===== config.mk =====
export PLATFORM = sky130hd
export DESIGN_NAME = tap_delay_seq
export DESIGN_NICKNAME = d
export VERILOG_FILES = /design/src/rtl/tds_pkg.sv /design/src/rtl/tds_seq.sv /design/src/rtl/tds_store.sv /design/src/rtl/tds_datapath.sv /design/src/rtl/tap_delay_seq.sv
export SDC_FILE = /design/constraint.sdc
export NUM_CORES = 1
export LEC_CHECK = 0
export BUFFER_PORTS_ARGS = -buffer_cell sky130_fd_sc_hd__buf_2
export CAP_MARGIN = 5
export CORE_ASPECT_RATIO = 0.8
export CORE_MARGIN = 2
export CORE_UTILIZATION = 60
export DETAILED_ROUTE_END_ITERATION = 8
export PLACE_DENSITY = 0.76
export REMOVE_ABC_BUFFERS = 1
export SLEW_MARGIN = 20
export SYNTH_ARGS = -nofsm -noshare
export SYNTH_HDL_FRONTEND = slang
export SYNTH_HIERARCHICAL = 1
export SYNTH_SLANG_ARGS = --single-unit

===== constraint.sdc =====
create_clock -name clk -period 3.2 [get_ports clk]
set_clock_uncertainty 0.1 [all_clocks]
set_input_delay 0.16 -clock clk [delete_from_list [all_inputs] [get_ports clk]]
set_output_delay 0.16 -clock clk [all_outputs]
set_load 0.005 [all_outputs]

===== src/rtl/tds_pkg.sv =====
package tds_pkg;
  typedef logic [3:0] stage_t;

  localparam stage_t ST_IDLE = 4'b0000;
  localparam stage_t ST_CAP  = 4'b0001;
  localparam stage_t ST_HOLD = 4'b0010;
  localparam stage_t ST_WRF  = 4'b0100;
  localparam stage_t ST_OUT  = 4'b1000;

  // distance from the written word to the fetched word
  localparam int LOOKAHEAD = 2;
  // word times counted between the store write and the fetch
  localparam int GAP_TICKS = 2;
endpackage


===== src/rtl/tds_seq.sv =====
module tds_seq
  import tds_pkg::*;
#(
  parameter int GAP = GAP_TICKS
) (
  input  logic   clk,
  input  logic   rst_n,
  input  logic   sample_pulse,
  input  logic   conv_valid,
  input  logic   chan_sel,
  input  logic   word_tick,
  output stage_t stage,
  output logic   conv_ready,
  output logic   cap_en,
  output logic   wr_en,
  output logic   fetch_en,
  output logic   out_en,
  output logic   overrun
);
  localparam int CW = (GAP > 1) ? $clog2(GAP) : 1;

  stage_t        stage_q;
  logic          wrote_q;
  logic [CW-1:0] tick_cnt_q;
  logic          gap_done;

  assign stage = stage_q;

  always_comb begin
    conv_ready = (stage_q == ST_CAP) && chan_sel;
    cap_en     = conv_ready && conv_valid;
    wr_en      = (stage_q == ST_WRF) && !wrote_q;
    gap_done   = word_tick && (tick_cnt_q == CW'(GAP - 1));
    fetch_en   = (stage_q == ST_WRF) && wrote_q && gap_done;
    out_en     = (stage_q == ST_OUT) && chan_sel && word_tick;
  end

  always_ff @(posedge clk) begin
    if (!rst_n) begin
      stage_q    <= ST_IDLE;
      wrote_q    <= 1'b0;
      tick_cnt_q <= '0;
      overrun    <= 1'b0;
    end else begin
      overrun <= sample_pulse && (stage_q != ST_IDLE);
      case (stage_q)
        ST_IDLE: if (sample_pulse) stage_q <= ST_CAP;
        ST_CAP:  if (cap_en) stage_q <= ST_HOLD;
        ST_HOLD: if (word_tick) stage_q <= ST_WRF;
        ST_WRF: begin
          if (wr_en) begin
            wrote_q <= 1'b1;
          end else if (fetch_en) begin
            stage_q    <= ST_OUT;
            wrote_q    <= 1'b0;
            tick_cnt_q <= '0;
          end else if (word_tick) begin
            tick_cnt_q <= tick_cnt_q + 1'b1;
          end
        end
        ST_OUT:  if (out_en) stage_q <= ST_IDLE;
        default: stage_q <= ST_IDLE;
      endcase
    end
  end
endmodule


===== src/rtl/tds_store.sv =====
module tds_store #(
  parameter int WIDTH = 13,
  parameter int DEPTH = 16,
  parameter int AHEAD = 2,
  localparam int FW   = $clog2(DEPTH)
) (
  input  logic             clk,
  input  logic             rst_n,
  input  logic             wr_en,
  input  logic [WIDTH-1:0] wr_data,
  output logic [WIDTH-1:0] rd_data,
  output logic [FW-1:0]    flag
);
  logic [WIDTH-1:0] mem [DEPTH];
  logic [FW:0]      sum;
  logic [FW-1:0]    rd_addr;

  // the pointer has already moved past the written word, so the
  // word AHEAD places past the write sits AHEAD-1 past the pointer
  always_comb begin
    sum = {1'b0, flag} + (FW+1)'(AHEAD - 1);
    if (sum >= (FW+1)'(DEPTH)) sum = sum - (FW+1)'(DEPTH);
    rd_addr = sum[FW-1:0];
    rd_data = mem[rd_addr];
  end

  always_ff @(posedge clk) begin
    if (!rst_n) begin
      flag <= '0;
      for (int i = 0; i < DEPTH; i++) mem[i] <= '0;
    end else if (wr_en) begin
      mem[flag] <= wr_data;
      flag      <= (flag == FW'(DEPTH - 1)) ? '0 : flag + 1'b1;
    end
  end
endmodule


===== src/rtl/tds_datapath.sv =====
module tds_datapath #(
  parameter int WIDTH = 13
) (
  input  logic             clk,
  input  logic             rst_n,
  input  logic             cap_en,
  input  logic [WIDTH-1:0] conv_data,
  input  logic             fetch_en,
  input  logic [WIDTH-1:0] rd_data,
  input  logic             out_en,
  output logic [WIDTH-1:0] hold_q,
  output logic [WIDTH-1:0] out_data,
  output logic             out_strobe
);
  always_ff @(posedge clk) begin
    if (!rst_n) begin
      hold_q     <= '0;
      out_data   <= '0;
      out_strobe <= 1'b0;
    end else begin
      if (cap_en)        hold_q <= conv_data;
      else if (fetch_en) hold_q <= rd_data;
      if (out_en) out_data <= hold_q;
      out_strobe <= out_en;
    end
  end
endmodule


===== src/rtl/tap_delay_seq.sv =====
module tap_delay_seq
  import tds_pkg::*;
#(
  parameter int WIDTH = 13,
  parameter int DEPTH = 16,
  localparam int FW   = $clog2(DEPTH)
) (
  input  logic             clk,
  input  logic             rst_n,
  input  logic             sample_pulse,
  input  logic             conv_valid,
  output logic             conv_ready,
  input  logic [WIDTH-1:0] conv_data,
  input  logic             chan_sel,
  input  logic             word_tick,
  output logic [WIDTH-1:0] out_data,
  output logic             out_strobe,
  output logic             overrun,
  output logic [3:0]       stage
);
  logic             cap_en;
  logic             wr_en;
  logic             fetch_en;
  logic             out_en;
  logic [WIDTH-1:0] hold_q;
  logic [WIDTH-1:0] rd_data;
  logic [FW-1:0]    flag;

  tds_seq #(.GAP(GAP_TICKS)) u_seq (
    .clk         (clk),
    .rst_n       (rst_n),
    .sample_pulse(sample_pulse),
    .conv_valid  (conv_valid),
    .chan_sel    (chan_sel),
    .word_tick   (word_tick),
    .stage       (stage),
    .conv_ready  (conv_ready),
    .cap_en      (cap_en),
    .wr_en       (wr_en),
    .fetch_en    (fetch_en),
    .out_en      (out_en),
    .overrun     (overrun)
  );

  tds_store #(.WIDTH(WIDTH), .DEPTH(DEPTH), .AHEAD(LOOKAHEAD)) u_store (
    .clk    (clk),
    .rst_n  (rst_n),
    .wr_en  (wr_en),
    .wr_data(hold_q),
    .rd_data(rd_data),
    .flag   (flag)
  );

  tds_datapath #(.WIDTH(WIDTH)) u_dp (
    .clk       (clk),
    .rst_n     (rst_n),
    .cap_en    (cap_en),
    .conv_data (conv_data),
    .fetch_en  (fetch_en),
    .rd_data   (rd_data),
    .out_en    (out_en),
    .hold_q    (hold_q),
    .out_data  (out_data),
    .out_strobe(out_strobe)
  );
endmodule


# After elaboration in Yosys (flattened, before gate mapping)
# Memory sizes are Yosys's and may differ from the RTL's.
# Index checks and enable logic that the tools add are counted.
[word_totals] ff_bits=38 ram_bits=208 input_bits=19 out_inout_bits=20 elab_cells=67 n_memories=1
[memory_table] name="u_store.mem" words=16 word_bits=13 rd=1 rd_ports_with_merged_regs=0 write_ports=16 line="tds_store.sv:14" source="logic [WIDTH-1:0] mem [DEPTH];"
[classes] addsub=4 n_lt_le_gt_ge=1 eq_ne=11 mux=22 bitwise_logic=1 reduce_logical=19
[ops] op="13-bit 2-to-1 mux" count=3
[ops] op="4-bit 2-to-1 mux" count=9
[ops] op="4-bit case mux with 5 select lines" count=1
[ops] op="13-bit OR reduction" count=1
[ops] op="2-bit != test, second input constant" count=5
[ops] op="1-bit logical AND" count=9
[ops] op="1-bit 2-to-1 mux" count=9
[ops] op="4-bit equality test, second input constant" count=2
[ops] op="6-bit AND reduction" count=1
[ops] op="2-bit nonzero test" count=3
[ops] op="4-bit by 1-bit adder with 5-bit output, second input constant" count=1
[ops] op="5-bit >= comparator, second input constant" count=1
[ops] op="4-bit by 1-bit adder with 4-bit output, second input constant" count=1
[ops] op="4-bit by 1-bit equality test with 1-bit output, second input constant" count=1
[ops] op="4-bit by 2-bit equality test with 1-bit output, second input constant" count=1
[ops] op="4-bit by 3-bit equality test with 1-bit output, second input constant" count=1
[ops] op="4-bit logical NOT" count=1
[ops] op="4-bit nonzero test" count=1
[ops] op="4-bit by 1-bit subtractor with 4-bit output, second input constant" count=1
[ops] op="3-bit AND reduction" count=1
[ops] op="2-bit by 1-bit != test with 1-bit output, second input constant" count=1
[ops] op="2-bit AND reduction" count=1
[ops] op="1-bit adder, second input constant" count=1
[ops] op="1-bit logical NOT" count=1
[ops] op="1-bit inverter" count=1

# Longest topological paths before layout
[logic_depth] word_depth=7 mapped_depth=12 ltp_nobuf=8

# By module
# Netlist, hierarchy kept.
[modules_own_cells] mod="tds_store" n_inst=1 cells_each=666 area_per_inst_um2=9923.3 seq_area_each_um2=6326.1
[modules_own_cells] mod="tds_datapath" n_inst=1 cells_each=100 area_per_inst_um2=1202.4 seq_area_each_um2=540.5
[modules_own_cells] mod="tds_seq" n_inst=1 cells_each=36 area_per_inst_um2=346.6 seq_area_each_um2=140.1

# Worst setup path after synthesis
# Ideal clock, no wire load.
[synth_timing] kind="register -> register" from="register u_store.flag[0]" to="register u_dp.hold_q[10]" setup_ns=0.116 t_arrival_ns=2.664 t_required_ns=2.984 setup_slack_ns=0.319 path_stages_with_launch=13 path_buffers=4 synth_period_minus_slack_ns=2.881 cell_sequence="dfxtp_1 buf_6 buf_12 buf_12 inv_1 ha_1 buf_1 mux4_2 nor2b_1 a211oi_1 a21oi_1 mux2_2 o211a_1"
[synth_via] elab_chain_len=6 elab_cells_between_ends=7 cone_classes="add/sub: 2; order compare: 1; mux: 3; memory: 1"
[synth_rtl] item="start, declared" line="tds_store.sv:12" source="output logic [FW-1:0] flag"
[synth_rtl] item="start signal, assigned" line="tds_store.sv:33" source="flag <= (flag == FW'(DEPTH - 1)) ? '0 : flag + 1'b1;"
[synth_rtl] item="4-bit by 1-bit adder with 5-bit output *" line="tds_store.sv:21" source="sum = {1'b0, flag} + (FW+1)'(AHEAD - 1);"
[synth_rtl] item="4-bit by 1-bit subtractor with 4-bit output or 5-bit >= comparator (tied branches)" line="tds_store.sv:22" source="if (sum >= (FW+1)'(DEPTH)) sum = sum - (FW+1)'(DEPTH);"
[synth_rtl] item="4-bit 2-to-1 mux *" line="tds_store.sv:22"
[synth_rtl] item="memory read 16 x 13 bit *"
[synth_rtl] item="via rd_data[10]" line="tap_delay_seq.sv:26" source="logic [WIDTH-1:0] rd_data;"
[synth_rtl] item="13-bit 2-to-1 mux *" line="tds_datapath.sv:22" source="else if (fetch_en) hold_q <= rd_data;"
[synth_rtl] item="13-bit 2-to-1 mux *" line="tds_datapath.sv:21" source="if (cap_en) hold_q <= conv_data;"
[synth_rtl] item="end signal, assigned" line="tds_datapath.sv:21"
[synth_rtl] item="end signal, assigned" line="tds_datapath.sv:22"
[synth_rtl] item="end, declared" line="tds_datapath.sv:11" source="output logic [WIDTH-1:0] hold_q,"
# The timed path passes the listed nets; every way through them passes the cells marked *. The select of a mux whose other input is x is not followed.
# A chain may end at the register's enable or synchronous reset.

# Worst setup path in the final report
[layout_timing] from="register u_store.flag[0]" to="register u_dp.hold_q[2]"
# Same word-level chain as after synthesis.

==> results.sh <==
export IMPL_status="finished clean"
export IMPL_fin_crit_sh_pct=91.4
export IMPL_cp_start_kind="register"
export IMPL_grt_setup_unrepaired="no"
export IMPL_path_clk_slew_ns=0.07
export IMPL_die_height_um=128
export IMPL_fin_nets=871
export IMPL_period_minus_slack_ns=2.92
export IMPL_ant_nets=0
export IMPL_slew_viol_final=0
export IMPL_endpoint_kind="register"
export IMPL_cts_tree="done"
export IMPL_grt_met2_usage_pct=44.3
export IMPL_grt_busiest_layer="met2"
export IMPL_switchingPower_mw=1.39
export IMPL_final_cell_mix="209 x and3_1, 208 x edfxtp_1, 50 x buf_4, 44 x mux4_2, 40 x nand2_1"
export IMPL_fillCellCount=1234
export IMPL_cts_buffer_depth=3
export IMPL_clkSinkCount=246
export IMPL_grt_max_degree=59
export IMPL_final_common_cell="and3_1"
export IMPL_core_area_sq_mm=0.0189
export IMPL_area_delta_synth_final_pct=13.8
export IMPL_yosysSeqAreaShare_pct=61.1
export IMPL_setup_tns_ns=0
export IMPL_ios=39
export IMPL_peakVddDrop_v=0.000442
export IMPL_wl_per_cell_um=23.4
export IMPL_grt_pass1_vias=7238
export IMPL_crit_required_ns=3.50
export IMPL_worstMarginPinSlew_ns=0.720
export IMPL_critPathMaxFanout=16
export IMPL_num_rows=45
export IMPL_gp_congestion=0.855
export IMPL_synthArstFlopShare_pct=0
export IMPL_leakage_nw=5.48
export IMPL_relSlewSlack_pct=51.9
export IMPL_powerDensity_mw_per_mm2=534
export IMPL_final_util_pct=69.2
export IMPL_totalWireLength_um=26300
export IMPL_synth_seq_cells=246
export IMPL_drcViolationCount=0
export IMPL_multi_input_area_sq_mm=0.00406
export IMPL_share_comb_of_total_power_pct=3.9
export IMPL_start_util_pct=60.8
export IMPL_hold_viol=0
export IMPL_postSynthCellCount=802
export IMPL_gr_usage_met1_pct=38.7
export IMPL_clk_insertion_delay_late_ns=0.51
export IMPL_cts_root_buf="clkbuf_16"
export IMPL_grt_antenna_before_repair=0
export IMPL_switching_share_pct=19.9
export IMPL_worstPathCellList="inv_1 > ha_2 > buf_4 > mux4_1 > nor2b_1 > a211oi_1 > a21oi_1 > mux2_4 > o211a_1"
export IMPL_power_frac_clock_pct=43.7
export IMPL_drive_gt1_share_pct=22.9
export IMPL_hpwlAfterDp_um=16100
export IMPL_yosys_warnings=6
export IMPL_antenna_cells=0
export IMPL_min_from="chan_sel"
export IMPL_fin_total_pwr_mw=6.98
export IMPL_grt_usage_pct=27.0
export IMPL_slowest_stage="dfxtp_4"
export IMPL_dieArea_sq_mm=0.0202
export IMPL_portBuffers=38
export IMPL_dr_first_iter_drc_count=610
export IMPL_cts_buffers=24
export IMPL_htree_levels=1
export IMPL_path_class="reg2reg"
export IMPL_cp_arrival_ns=3.22
export IMPL_ys_types=45
export IMPL_synth_edff_count=208
export IMPL_drt_pass1_iterations=5
export IMPL_intPower_mw=5.59
export IMPL_seq_power_share_pct=52.4
export IMPL_drv_cap=0
export IMPL_setup_viol=0
export IMPL_ff_latch_area_sq_mm=0.00701
export IMPL_vias=7106
export IMPL_syn_avg_cell_area_sq_um=14.3
export IMPL_grtUsageMet3_pct=3.68
export IMPL_grt_overflow=0
export IMPL_crit_path_start="u_store/flag[0]"
export IMPL_die_x_um=159
export IMPL_syn_cell_area_sq_mm=0.0115
export IMPL_slowest_delay_ns=0.54
export IMPL_hold_class="in2reg"
export IMPL_max_freq_mhz=342
export IMPL_cts_resized_gates=0
export IMPL_via_per_inst=6.32
export IMPL_synth_top_flop_cell="edfxtp_1"
export IMPL_grt_pass1_wl_um=41100
export IMPL_r2r_start="u_store/flag[0]"
## cell families after synthesis
family | Yosys count | share of synthesized area (%)
mux | 92 | 14.4
xor+xnor | 3 | 0.360
fa+ha+maj | 4 | 0.436
buf+inv | 91 | 3.95
compound gates | 48 | 3.08
simple gates | 318 | 16.7
flops | 246 | 61.1
## timing repair
item                                   CTS  global route
endpoints found under the hold margin   17             0
hold buffers                            17             0
buffers inserted                         0             0
## worst paths after layout
check / cells after the start / slack (ns) / endpoint
setup / recovery: 9 / 0.28 / u_dp/hold_q[2]
hold / removal: 4 / 0.15 / u_seq/stage[3]
setup reg to reg: 9 / 0.28 / u_dp/hold_q[2]
hold reg to reg: 2 / 0.38 / u_seq/tick_cnt_q
## Yosys cell counts, drive strengths merged, types with 5 or more instances
master	n	area [sq um]
nand3	7	35.0
mux2i	27	270
a21oi	14	70.1
mux4	52	1200
nor2b	26	163
and2	5	31.3
mux2	13	184
nand2b	8	50.1
edfxtp	208	6250
buf	22	186
nand2	40	150
clkbuf	66	255
o211a	13	130
and3	209	1310
dfxtp	38	761
a211oi	13	97.6
nor2	6	30.0
or2b	6	45.0
## flip-flops by register name, indices dropped and copies added, names as in the netlist
signal	flops
u_dp/hold_q	13
u_dp/out_data	13
u_dp/out_strobe	1
u_seq/overrun	1
u_seq/stage	4
u_seq/tick_cnt_q	1
u_seq/wrote_q	1
u_store/flag	4
u_store/mem	208
## through the flow
stage	setup WS, ns	instance area (sq um)	cells	hold WS, ns
floorplan	-2.70	11000	714	0.176
global placement	0.484	12000	1063	0.302
detailed placement	0.319	12000	1063	0.309
CTS	0.283	13100	1124	0.136
global route	0.185	13100	1124	0.187
finish	0.276	13100	1124	0.154
## worst max-delay path, delay by kind of cell, from the launching register on
family | cells | cell delay (ns)
flip-flops | 1 | 0.54
buffers and inverters | 2 | 0.40
multiplexers | 2 | 0.59
AND/OR/NAND/NOR | 1 | 0.15
AO/OA/AOI/OAI | 3 | 0.56
adder cells (fa/ha/maj) | 1 | 0.46
## layer usage
| metal | part of all wire (%) | vias up |
|---|---|---|
| li1 | - | 3171 |
| met1 | 41 | 3605 |
| met2 | 50 | 284 |
| met3 | 6.7 | 46 |
| met4 | 2.2 | 0 |
| met5 | 0 | - |
## final cells by class
class	count	area share [%]
Clock buffer	32	5.15
Clock inverter	12	1.39
Inverter	3	0.0863
Multi-Input combinational cell	465	31.1
Sequential cell	246	53.7
Tap cell	258	2.47
Timing Repair Buffer	108	6.10
## power groups by stage
stage          Sequential (mW)  Clock, mW  Combinational [mW]
6_report                  3.66       3.05               0.271
5_1_grt                   3.67       3.19               0.290
4_1_cts                   3.66       3.08               0.270
3_5_place_dp              3.72          0               0.252
3_3_place_gp              3.72          0               0.243
2_1_floorplan             3.69          0               0.141
Power figures use the tool's default switching activity.
